### config.mk
export PLATFORM = sky130hd
export DESIGN_NAME = gpio_edge_irq
export DESIGN_NICKNAME = d
export VERILOG_FILES = /design/src/rtl/gpio_edge_irq_pkg.sv /design/src/rtl/gpio_edge_detect.sv /design/src/rtl/gpio_irq_regs.sv /design/src/rtl/gpio_edge_irq.sv
export SDC_FILE = /design/constraint.sdc
export NUM_CORES = 1
export LEC_CHECK = 0
export BUFFER_PORTS_ARGS = -buffer_cell sky130_fd_sc_hd__buf_2
export CAP_MARGIN = 20
export CELL_PAD_IN_SITES_DETAIL_PLACEMENT = 1
export CELL_PAD_IN_SITES_GLOBAL_PLACEMENT = 1
export CORE_MARGIN = 2
export CORE_UTILIZATION = 39
export CTS_BUF_LIST = sky130_fd_sc_hd__clkbuf_8
export CTS_CLUSTER_DIAMETER = 200
export DETAILED_ROUTE_END_ITERATION = 8
export PLACE_DENSITY = 0.75
export SYNTH_ARGS = -nofsm -noshare
export SYNTH_HDL_FRONTEND = slang
export SYNTH_SLANG_ARGS = --single-unit
export TNS_END_PERCENT = 100
### constraint.sdc
create_clock -name clk -period 5.7 [get_ports clk]
set_clock_uncertainty 0.15 [all_clocks]
set_input_delay 1.14 -clock clk [delete_from_list [all_inputs] [get_ports clk]]
set_output_delay 1.14 -clock clk [all_outputs]
set_load 0.05 [all_outputs]
### src/rtl/gpio_edge_irq_pkg.sv
package gpio_edge_irq_pkg;
  localparam int WORD_BITS = 32;
  localparam int MAX_WORDS = 2;

  // Register select taken from address bits [4:3]
  typedef enum logic [1:0] {
    SEL_ENABLE = 2'd0,
    SEL_POLAR  = 2'd1,
    SEL_STATUS = 2'd2,
    SEL_WAKE   = 2'd3
  } reg_sel_e;
endpackage

### src/rtl/gpio_edge_detect.sv
module gpio_edge_detect #(
  parameter int NUM_PINS = 40
) (
  input  logic                clk,
  input  logic                rst,
  input  logic [NUM_PINS-1:0] pins_i,
  input  logic [NUM_PINS-1:0] falling_i,
  output logic [NUM_PINS-1:0] edge_o
);
  logic [NUM_PINS-1:0] meta_q, sync_q, last_q;

  always_ff @(posedge clk) begin
    if (rst) begin
      meta_q <= '0;
      sync_q <= '0;
      last_q <= '0;
    end else begin
      meta_q <= pins_i;
      sync_q <= meta_q;
      last_q <= sync_q;
    end
  end

  for (genvar p = 0; p < NUM_PINS; p++) begin : g_pin
    logic up, down;
    assign up        = sync_q[p] & ~last_q[p];
    assign down      = ~sync_q[p] & last_q[p];
    assign edge_o[p] = falling_i[p] ? down : up;
  end
endmodule

### src/rtl/gpio_irq_regs.sv
module gpio_irq_regs
  import gpio_edge_irq_pkg::*;
#(
  parameter int NUM_PINS = 40,
  parameter int ADDR_W   = 8
) (
  input  logic                clk,
  input  logic                rst,
  input  logic                wr_i,
  input  logic                rd_i,
  input  logic [ADDR_W-1:0]   addr_i,
  input  logic [31:0]         wdata_i,
  input  logic [NUM_PINS-1:0] edge_i,
  output logic [31:0]         rdata_o,
  output logic [NUM_PINS-1:0] en_o,
  output logic [NUM_PINS-1:0] pol_o,
  output logic [NUM_PINS-1:0] stat_o,
  output logic [NUM_PINS-1:0] wake_o
);
  localparam int NWORDS = (NUM_PINS + WORD_BITS - 1) / WORD_BITS;
  localparam int PADW   = NWORDS * WORD_BITS;
  localparam int FULLW  = MAX_WORDS * WORD_BITS;
  localparam logic [PADW-1:0] VALID = PADW'({NUM_PINS{1'b1}});

  logic [PADW-1:0] en_q, pol_q, stat_q, wake_q, edge_pad;
  logic            mapped;
  logic            word_idx;
  reg_sel_e        sel;
  logic [1:0]      unused_lsb;

  assign edge_pad   = PADW'(edge_i);
  assign mapped     = (addr_i[ADDR_W-1:5] == '0);
  assign word_idx   = addr_i[2];
  assign sel        = reg_sel_e'(addr_i[4:3]);
  assign unused_lsb = addr_i[1:0];

  for (genvar w = 0; w < NWORDS; w++) begin : g_word
    logic hit;
    logic [WORD_BITS-1:0] clr;
    assign hit = wr_i && mapped && (word_idx == 1'(w));
    assign clr = (hit && sel == SEL_STATUS) ? wdata_i : '0;

    always_ff @(posedge clk) begin
      if (rst) begin
        en_q  [w*WORD_BITS +: WORD_BITS] <= '0;
        pol_q [w*WORD_BITS +: WORD_BITS] <= '0;
        stat_q[w*WORD_BITS +: WORD_BITS] <= '0;
        wake_q[w*WORD_BITS +: WORD_BITS] <= '0;
      end else begin
        if (hit && sel == SEL_ENABLE)
          en_q[w*WORD_BITS +: WORD_BITS] <= wdata_i & VALID[w*WORD_BITS +: WORD_BITS];
        if (hit && sel == SEL_POLAR)
          pol_q[w*WORD_BITS +: WORD_BITS] <= wdata_i & VALID[w*WORD_BITS +: WORD_BITS];
        if (hit && sel == SEL_WAKE)
          wake_q[w*WORD_BITS +: WORD_BITS] <= wdata_i & VALID[w*WORD_BITS +: WORD_BITS];
        // a fresh edge wins over a clear of the same bit
        stat_q[w*WORD_BITS +: WORD_BITS] <=
          (stat_q[w*WORD_BITS +: WORD_BITS] & ~clr) | edge_pad[w*WORD_BITS +: WORD_BITS];
      end
    end
  end

  logic [FULLW-1:0] en_f, pol_f, stat_f, wake_f;
  logic [31:0]      rd_word;
  assign en_f   = FULLW'(en_q);
  assign pol_f  = FULLW'(pol_q);
  assign stat_f = FULLW'(stat_q);
  assign wake_f = FULLW'(wake_q);

  always_comb begin
    rd_word = '0;
    if (mapped) begin
      case (sel)
        SEL_ENABLE: rd_word = en_f  [word_idx*WORD_BITS +: WORD_BITS];
        SEL_POLAR:  rd_word = pol_f [word_idx*WORD_BITS +: WORD_BITS];
        SEL_STATUS: rd_word = stat_f[word_idx*WORD_BITS +: WORD_BITS];
        SEL_WAKE:   rd_word = wake_f[word_idx*WORD_BITS +: WORD_BITS];
        default:    rd_word = '0;
      endcase
    end
  end

  always_ff @(posedge clk) begin
    if (rst)       rdata_o <= '0;
    else if (rd_i) rdata_o <= rd_word;
  end

  assign en_o   = en_q  [NUM_PINS-1:0];
  assign pol_o  = pol_q [NUM_PINS-1:0];
  assign stat_o = stat_q[NUM_PINS-1:0];
  assign wake_o = wake_q[NUM_PINS-1:0];


  edge_sticks_chk: assert property (@(posedge clk) disable iff (rst)
    (edge_pad != '0) |=> ((stat_q & $past(edge_pad)) == $past(edge_pad)));

  no_spurious_set_chk: assert property (@(posedge clk) disable iff (rst)
    (edge_pad == '0) |=> ((stat_q & ~$past(stat_q)) == '0));

  unmapped_read_zero_chk: assert property (@(posedge clk) disable iff (rst)
    (rd_i && !mapped) |=> (rdata_o == '0));
endmodule

### src/rtl/gpio_edge_irq.sv
module gpio_edge_irq #(
  parameter int NUM_PINS = 40,
  parameter int ADDR_W   = 8
) (
  input  logic                clk,
  input  logic                rst,
  input  logic [NUM_PINS-1:0] gpio_in,
  input  logic                bus_wr,
  input  logic                bus_rd,
  input  logic [ADDR_W-1:0]   bus_addr,
  input  logic [31:0]         bus_wdata,
  output logic [31:0]         bus_rdata,
  output logic                irq_out,
  output logic                wake_out
);
  logic [NUM_PINS-1:0] edges, en, pol, stat, wake_en;
  logic                pend_any, wake_any;

  gpio_edge_detect #(.NUM_PINS(NUM_PINS)) u_detect (
    .clk       (clk),
    .rst       (rst),
    .pins_i    (gpio_in),
    .falling_i (pol),
    .edge_o    (edges)
  );

  gpio_irq_regs #(.NUM_PINS(NUM_PINS), .ADDR_W(ADDR_W)) u_regs (
    .clk     (clk),
    .rst     (rst),
    .wr_i    (bus_wr),
    .rd_i    (bus_rd),
    .addr_i  (bus_addr),
    .wdata_i (bus_wdata),
    .edge_i  (edges),
    .rdata_o (bus_rdata),
    .en_o    (en),
    .pol_o   (pol),
    .stat_o  (stat),
    .wake_o  (wake_en)
  );

  assign pend_any = |(stat & en);
  assign wake_any = |(stat & wake_en);

  always_ff @(posedge clk) begin
    if (rst) begin
      irq_out  <= 1'b0;
      wake_out <= 1'b0;
    end else begin
      irq_out  <= pend_any;
      wake_out <= wake_any;
    end
  end


  irq_follows_pending_chk: assert property (@(posedge clk) disable iff (rst)
    1'b1 |=> (irq_out == $past(pend_any)));

  wake_follows_status_chk: assert property (@(posedge clk) disable iff (rst)
    1'b1 |=> (wake_out == $past(wake_any)));
endmodule

=== Yosys cells after proc, flatten, opt, wreduce, memory -nomap -nowiden ===
Index checks and enable logic that the tools add are counted.
Widths: inputs -> output; s select.

* Output and inout bits: 34
* Bits of input ports: 84
* Register bits after elaboration: 338

* Muxes and demuxes: 44
* Reduce and logical (&&, ||, !) cells: 15
* Eq/ne operators: 3
* Shift operators: 4
* Bitwise gates (word level): 169

{| class="wikitable"
|+ Operators by type and width
! cell !! number
|-
| $shiftx 64x7->32 || 4
|-
| $pmux 32 s4 || 1
|-
| $mux 32 || 3
|-
| $not 1->1 || 81
|-
| $and 1x1->1 || 80
|-
| $and 40x40->40 || 2
|-
| $reduce_or 40->1 || 2
|-
| $and 32x32->32 || 2
|-
| $not 32->32 || 2
|-
| $mux 1 || 40
|-
| $or 32x32->32 || 1
|-
| $or 32x8->32 || 1
|-
| $logic_and 1x1->1 || 11
|-
| $eq 2x2->1 const B || 2
|-
| $logic_not 3->1 || 1
|-
| $eq 2x1->1 const B || 1
|-
| $logic_not 2->1 || 1
|}

=== Longest topological paths before layout ===
* Depth after elaboration: 8
* Mapped depth: 8
* Depth with buffers taken out: 4

=== Cells and area by module ===
A second synthesis with hierarchy kept.

* Cells, all modules: 1507
* Area total of the unflattened synthesis: 13761.9 µm²

{| class="wikitable"
|+ Modules (own cells, without submodules)
! module !! times used !! seq. area each (µm²) !! area each (µm²) !! cells each
|-
| gpio_irq_regs || 1 || 4324.1 || 9450.3 || 1080
|-
| gpio_edge_detect || 1 || 2402.3 || 3876.2 || 373
|-
| gpio_edge_irq || 1 || 40.0 || 435.4 || 54
|}

=== Worst setup path before layout ===
OpenSTA, ideal clock, no wires.

* Path type: input-to-reg
* Start point: input bus_addr[4]
* End point: register u_regs.wake_q[2] (netlist: u_regs.wake_o[2])
* Arrival time: 2.322 ns
* Required time: 5.418 ns
* Setup slack: 3.095 ns
* Buffers on the path: 3
* Setup time: 0.132 ns
* Cell stages on the path: 7
* Path through: buf_2 nand2_2 or3b_2 clkbuf_1 buf_4 nand2_1 a21oi_1

* Longest elaborated chain between the ends: 2

{| class="wikitable"
|+ Ends and longest elaborated chain
! item !! line !! RTL
|-
| from (decl) || gpio_edge_irq.sv:10 || <nowiki>input logic [ADDR_W-1:0] bus_addr,</nowiki>
|-
| $eq 2x2->1 || gpio_irq_regs.sv:54 || <nowiki>if (hit && sel == SEL_WAKE)</nowiki>
|-
| $logic_and 1x1->1 || gpio_irq_regs.sv:54 ||
|-
| to (signal, indexed assignment) || gpio_irq_regs.sv:55 || <nowiki>wake_q[w*WORD_BITS +: WORD_BITS] <= wdata_i & VALID[w*WORD_BITS +: WORD_BITS];</nowiki>
|-
| to (decl) || gpio_irq_regs.sv:25 || <nowiki>logic [PADW-1:0] en_q, pol_q, stat_q, wake_q, edge_pad;</nowiki>
|}

No other way between the ends.
A chain may end at the register's enable or synchronous reset.

=== Final worst setup path ===
* Start point: input bus_addr[4]
* End point: register u_regs.stat_q[30] (netlist: u_regs.stat_o[30])

* Longest elaborated chain between the ends: 6

{| class="wikitable"
|+ Ends and longest elaborated chain
! item !! line !! RTL
|-
| $eq 2x2->1 || gpio_irq_regs.sv:41 || <nowiki>assign clr = (hit && sel == SEL_STATUS) ? wdata_i : '0;</nowiki>
|-
| $logic_and 1x1->1 || gpio_irq_regs.sv:41 ||
|-
| $mux 32 || gpio_irq_regs.sv:41 ||
|-
| $not 32->32 || gpio_irq_regs.sv:58 || <nowiki>(stat_q[w*WORD_BITS +: WORD_BITS] & ~clr) | edge_pad[w*WORD_BITS +: WORD_BITS];</nowiki>
|-
| $and 32x32->32 || gpio_irq_regs.sv:58 ||
|-
| $or 32x32->32 || gpio_irq_regs.sv:58 ||
|-
| to (signal, indexed assignment) || gpio_irq_regs.sv:57 || <nowiki>stat_q[w*WORD_BITS +: WORD_BITS] <=</nowiki>
|-
| to (decl) || gpio_irq_regs.sv:25 ||
|}

No other way between the ends.

==> qor.csv <==
stage,metric,value,unit
timing,min Tclk post-route,3250,ps
finish,nets,1586,
setup_path,worst r2r path cells,4,
logic_synthesis,Yosys cell types,44,
setup_path,data required time of the worst path,5990,ps
routing,vias per cell,5.44,
cts,H-tree depth,2,
finish,synthesis-to-layout area growth,14.4,%
routing,final WL,40.1,mm
logic_synthesis,Mean Syn Cell Area,9.41,um^2
global_routing,gr usage total,22.5,%
timing,fmax,308,MHz
setup_path,RR Startpoint,u_regs.stat_o[6]$_SDFF_PP0_,
finish,Finished Core Util,45.1,%
routing,First DRT Iteration DRCs,650,
floorplanning,die area,35300,um^2
floorplanning,die span in x,188,um
setup_path,critical path endpoint category,flip-flop,
logic_synthesis,Synth Warn #,0,
routing,Detail Route Antenna Nets,0,
power,Pwr Density,314,nW/um^2
global_routing,vias in the first global route,11100,
timing,Pins Over Slew Limit,0,
cts,Clock Sinks,338,
hold_path,Hold Path Class,reg2reg,
cts,CTS Hold Buffers Added,0,
logic_synthesis,Synth Register Bits,338,
floorplanning,I/O pins,118,
finish,final instance area,15100,um^2
routing,total number of vias,10800,
setup_path,CP Class,in2reg,
run,Max Cap Viol,0,
logic_synthesis,Post-Syn Area,13200,um^2
cts,Num CTS Buffers,57,
routing,Pre-antenna DRT Iters,5,
place,GPL Wtd Cong,0.874,
global_routing,pin count of the biggest net entering global routing,141,
floorplanning,site row count,67,
logic_synthesis,syn nets,1487,
setup_path,reg-to-reg endpoint,irq_out$_SDFF_PP0_,
setup_path,R2R Setup Slk,3880,ps
cts,post-cts repair resize count,0,
setup_path,Worst setup startpoint,bus_addr[4],
setup_path,"Max FO, Critical Path",23,
setup_path,CP Capture Point,u_regs.stat_o[30]$_SDFF_PP0_,
timing,unrepaired setup endpoints after global routing,false,
timing,Setup TNS Final,0,ps
cts,postcts setup bufs,0,
floorplanning,Vert. Die Dim,188,um
global_routing,first-pass GRT wire length,62.2,mm
finish,"Cell Count, Final, Fillers Out",1990,
floorplanning,Core Area,33400,um^2
routing,wire length per cell,20.1,um
cts,clock root buffer,clkbuf_8,
timing,Tcrit/Tclk final,57.0,%
logic_synthesis,Post-Synthesis Cells,1403,
place,cell area after placement,14000,um^2
timing,Final Hold Fails,0,
cts,"Reg clk slew, reported paths",60,ps
floorplanning,Initial Util,39.5,%
cts,clk buf depth,3,
setup_path,Setup crit start kind,primary input,
finish,Filler Cells Inserted,3877,
cts,CTS tree,yes,
timing,Hold Slack,286,ps
cts,Clock Latency Late Sink,630,ps
finish,share of cells above drive strength 1,18.8,%
timing,Rel. slew slack,35.4,%
place,placed wire-length estimate,26.9,mm
place,post-placement cell count,1891,
timing,Finish-stage setup viols,0,
logic_synthesis,sequential share of the synthesized area,51.3,%
run_status,status,finished clean,
routing,drt drc,0,
global_routing,initial antenna violation count,2,
global_routing,global route overflow,0,
power,Lkg Pwr,0.00577,uW
place,Port Buf Inserts,115,
timing,Worst-Margin Slew,969,ps
setup_path,crit path DAT,3540,ps
power,"IR drop worst, VDD",0.197,mV
## state kept, by name, summed over array words and instances, names as in the netlist
| name | cells |
|---|---|
| irq_out | 1 |
| u_detect.last_q | 40 |
| u_detect.meta_q | 40 |
| u_detect.sync_q | 40 |
| u_regs.en_o | 40 |
| u_regs.pol_o | 40 |
| u_regs.rdata_o | 32 |
| u_regs.stat_f | 24 |
| u_regs.stat_o | 40 |
| u_regs.wake_o | 40 |
| wake_out | 1 |
## worst max-delay path, cell delays in order
cell and delay (ps):
buf_2 560, nor2b_1 210, buf_4 210, nand3b_1 570, buf_4 480, o21ai_0 220
a31oi_1 120
## synthesized netlist by cell type (all sizes together)
master   instances  share of area (%)
nand4            9               0.47
o22ai            8               0.38
clkbuf          53                1.5
a211o            5               0.33
nor4             2              0.095
nor2b          145                6.9
a21oi          155                5.9
a221oi          17                1.1
a22oi           32                1.8
and4bb           1              0.095
nand2b          32                1.5
nand4b           1              0.066
dfxtp          338                 51
a31oi           42                2.0
nor2            26               0.74
nor4b            1               0.11
mux2             8               0.68
and3             1              0.047
nand3b          42                2.4
nor3b            2               0.19
a211oi           3               0.17
or3b            41                2.7
o21a             8               0.45
nand4bb          1              0.085
mux2i           32                2.4
mux4            24                4.1
nand3            2               0.11
a22o             4               0.27
or4              1              0.085
inv             33               0.94
nand2          225                6.4
o21ai           67                2.5
buf             39                2.0
and2             1              0.047
or2              2               0.11
## metrics by stage
stage / setup slack (ps) / power, uW
after floorplan: 3100 / 2650
after global placement: 1980 / 2750
after detailed placement: 1910 / 2760
after CTS: 2510 / 4790
after global routing: 2330 / 4920
final: 2450 / 4740
## metal layers
metal | up-vias | global-route usage (%) | routed length [um] | share of wire [%]
met5 | - | 0 | 0 | 0
met4 | 0 | 8.42 | 1370 | 3.4
met3 | 97 | 4.42 | 2600 | 6.5
met2 | 322 | 37.6 | 19000 | 47
met1 | 5355 | 28.8 | 17100 | 43
li1 | 5054 | - | - | -
## layout make-up
class / count / area, um^2 / share of cell area (%)
sequential: 338 / 6770 / 44.8
clock buffer: 67 / 922 / 6.11
tap: 448 / 561 / 3.71
clock inverter: 30 / 129 / 0.853
multi-input combinational: 940 / 5870 / 38.9
timing repair buffer: 132 / 726 / 4.81
antenna: 2 / 5.00 / 0.0331
inverter: 33 / 124 / 0.820
## cells by family after synthesis
| logic type | after synthesis | share of synthesized area [%] |
|---|---|---|
| simple gates | 535 | 22.2 |
| compound gates | 341 | 15.0 |
| flops | 338 | 51.3 |
| buf+inv | 125 | 4.40 |
| mux | 64 | 7.20 |
## how the worst min path moves through the flow
stage                                              start                             end  slack [ps]  depth (start not counted)
after CTS                 u_detect.meta_q[34]$_SDFF_PP0_  u_detect.sync_q[34]$_SDFF_PP0_         290                          1
after floorplan            u_detect.meta_q[0]$_SDFF_PP0_   u_detect.sync_q[0]$_SDFF_PP0_         260                          1
after detailed placement  u_detect.meta_q[34]$_SDFF_PP0_  u_detect.sync_q[34]$_SDFF_PP0_         280                          1
after global routing      u_detect.meta_q[37]$_SDFF_PP0_  u_detect.sync_q[37]$_SDFF_PP0_         310                          1
after global placement    u_detect.meta_q[27]$_SDFF_PP0_  u_detect.sync_q[27]$_SDFF_PP0_         270                          1
final                     u_detect.meta_q[33]$_SDFF_PP0_  u_detect.sync_q[33]$_SDFF_PP0_         290                          1
## where the power goes
part / switching (uW) / internal (uW) / total (uW) / leakage [uW]
Clock: 967 / 1060 / 2020 / 0.000637
Combinational: 146 / 102 / 249 / 0.00239
Sequential: 45.7 / 2420 / 2460 / 0.00275
Total: 1160 / 3580 / 4740 / 0.00577
## cells in the final DEF, fill, tap and decap left out, types with 17 or more instances in the layout
master / count
dfxtp_1: 338
nand2_1: 224
a21oi_1: 155
nor2b_1: 145
buf_2: 114
clkbuf_8: 67
inv_1: 57
o21ai_0: 47
nand3b_1: 42
a31oi_1: 42
or3b_2: 41
nand2b_1: 32
mux2i_1: 32
a22oi_1: 32
nor2_1: 25
mux4_2: 24
o21ai_1: 20
a221oi_1: 17
Power figures use the tool's default switching activity.
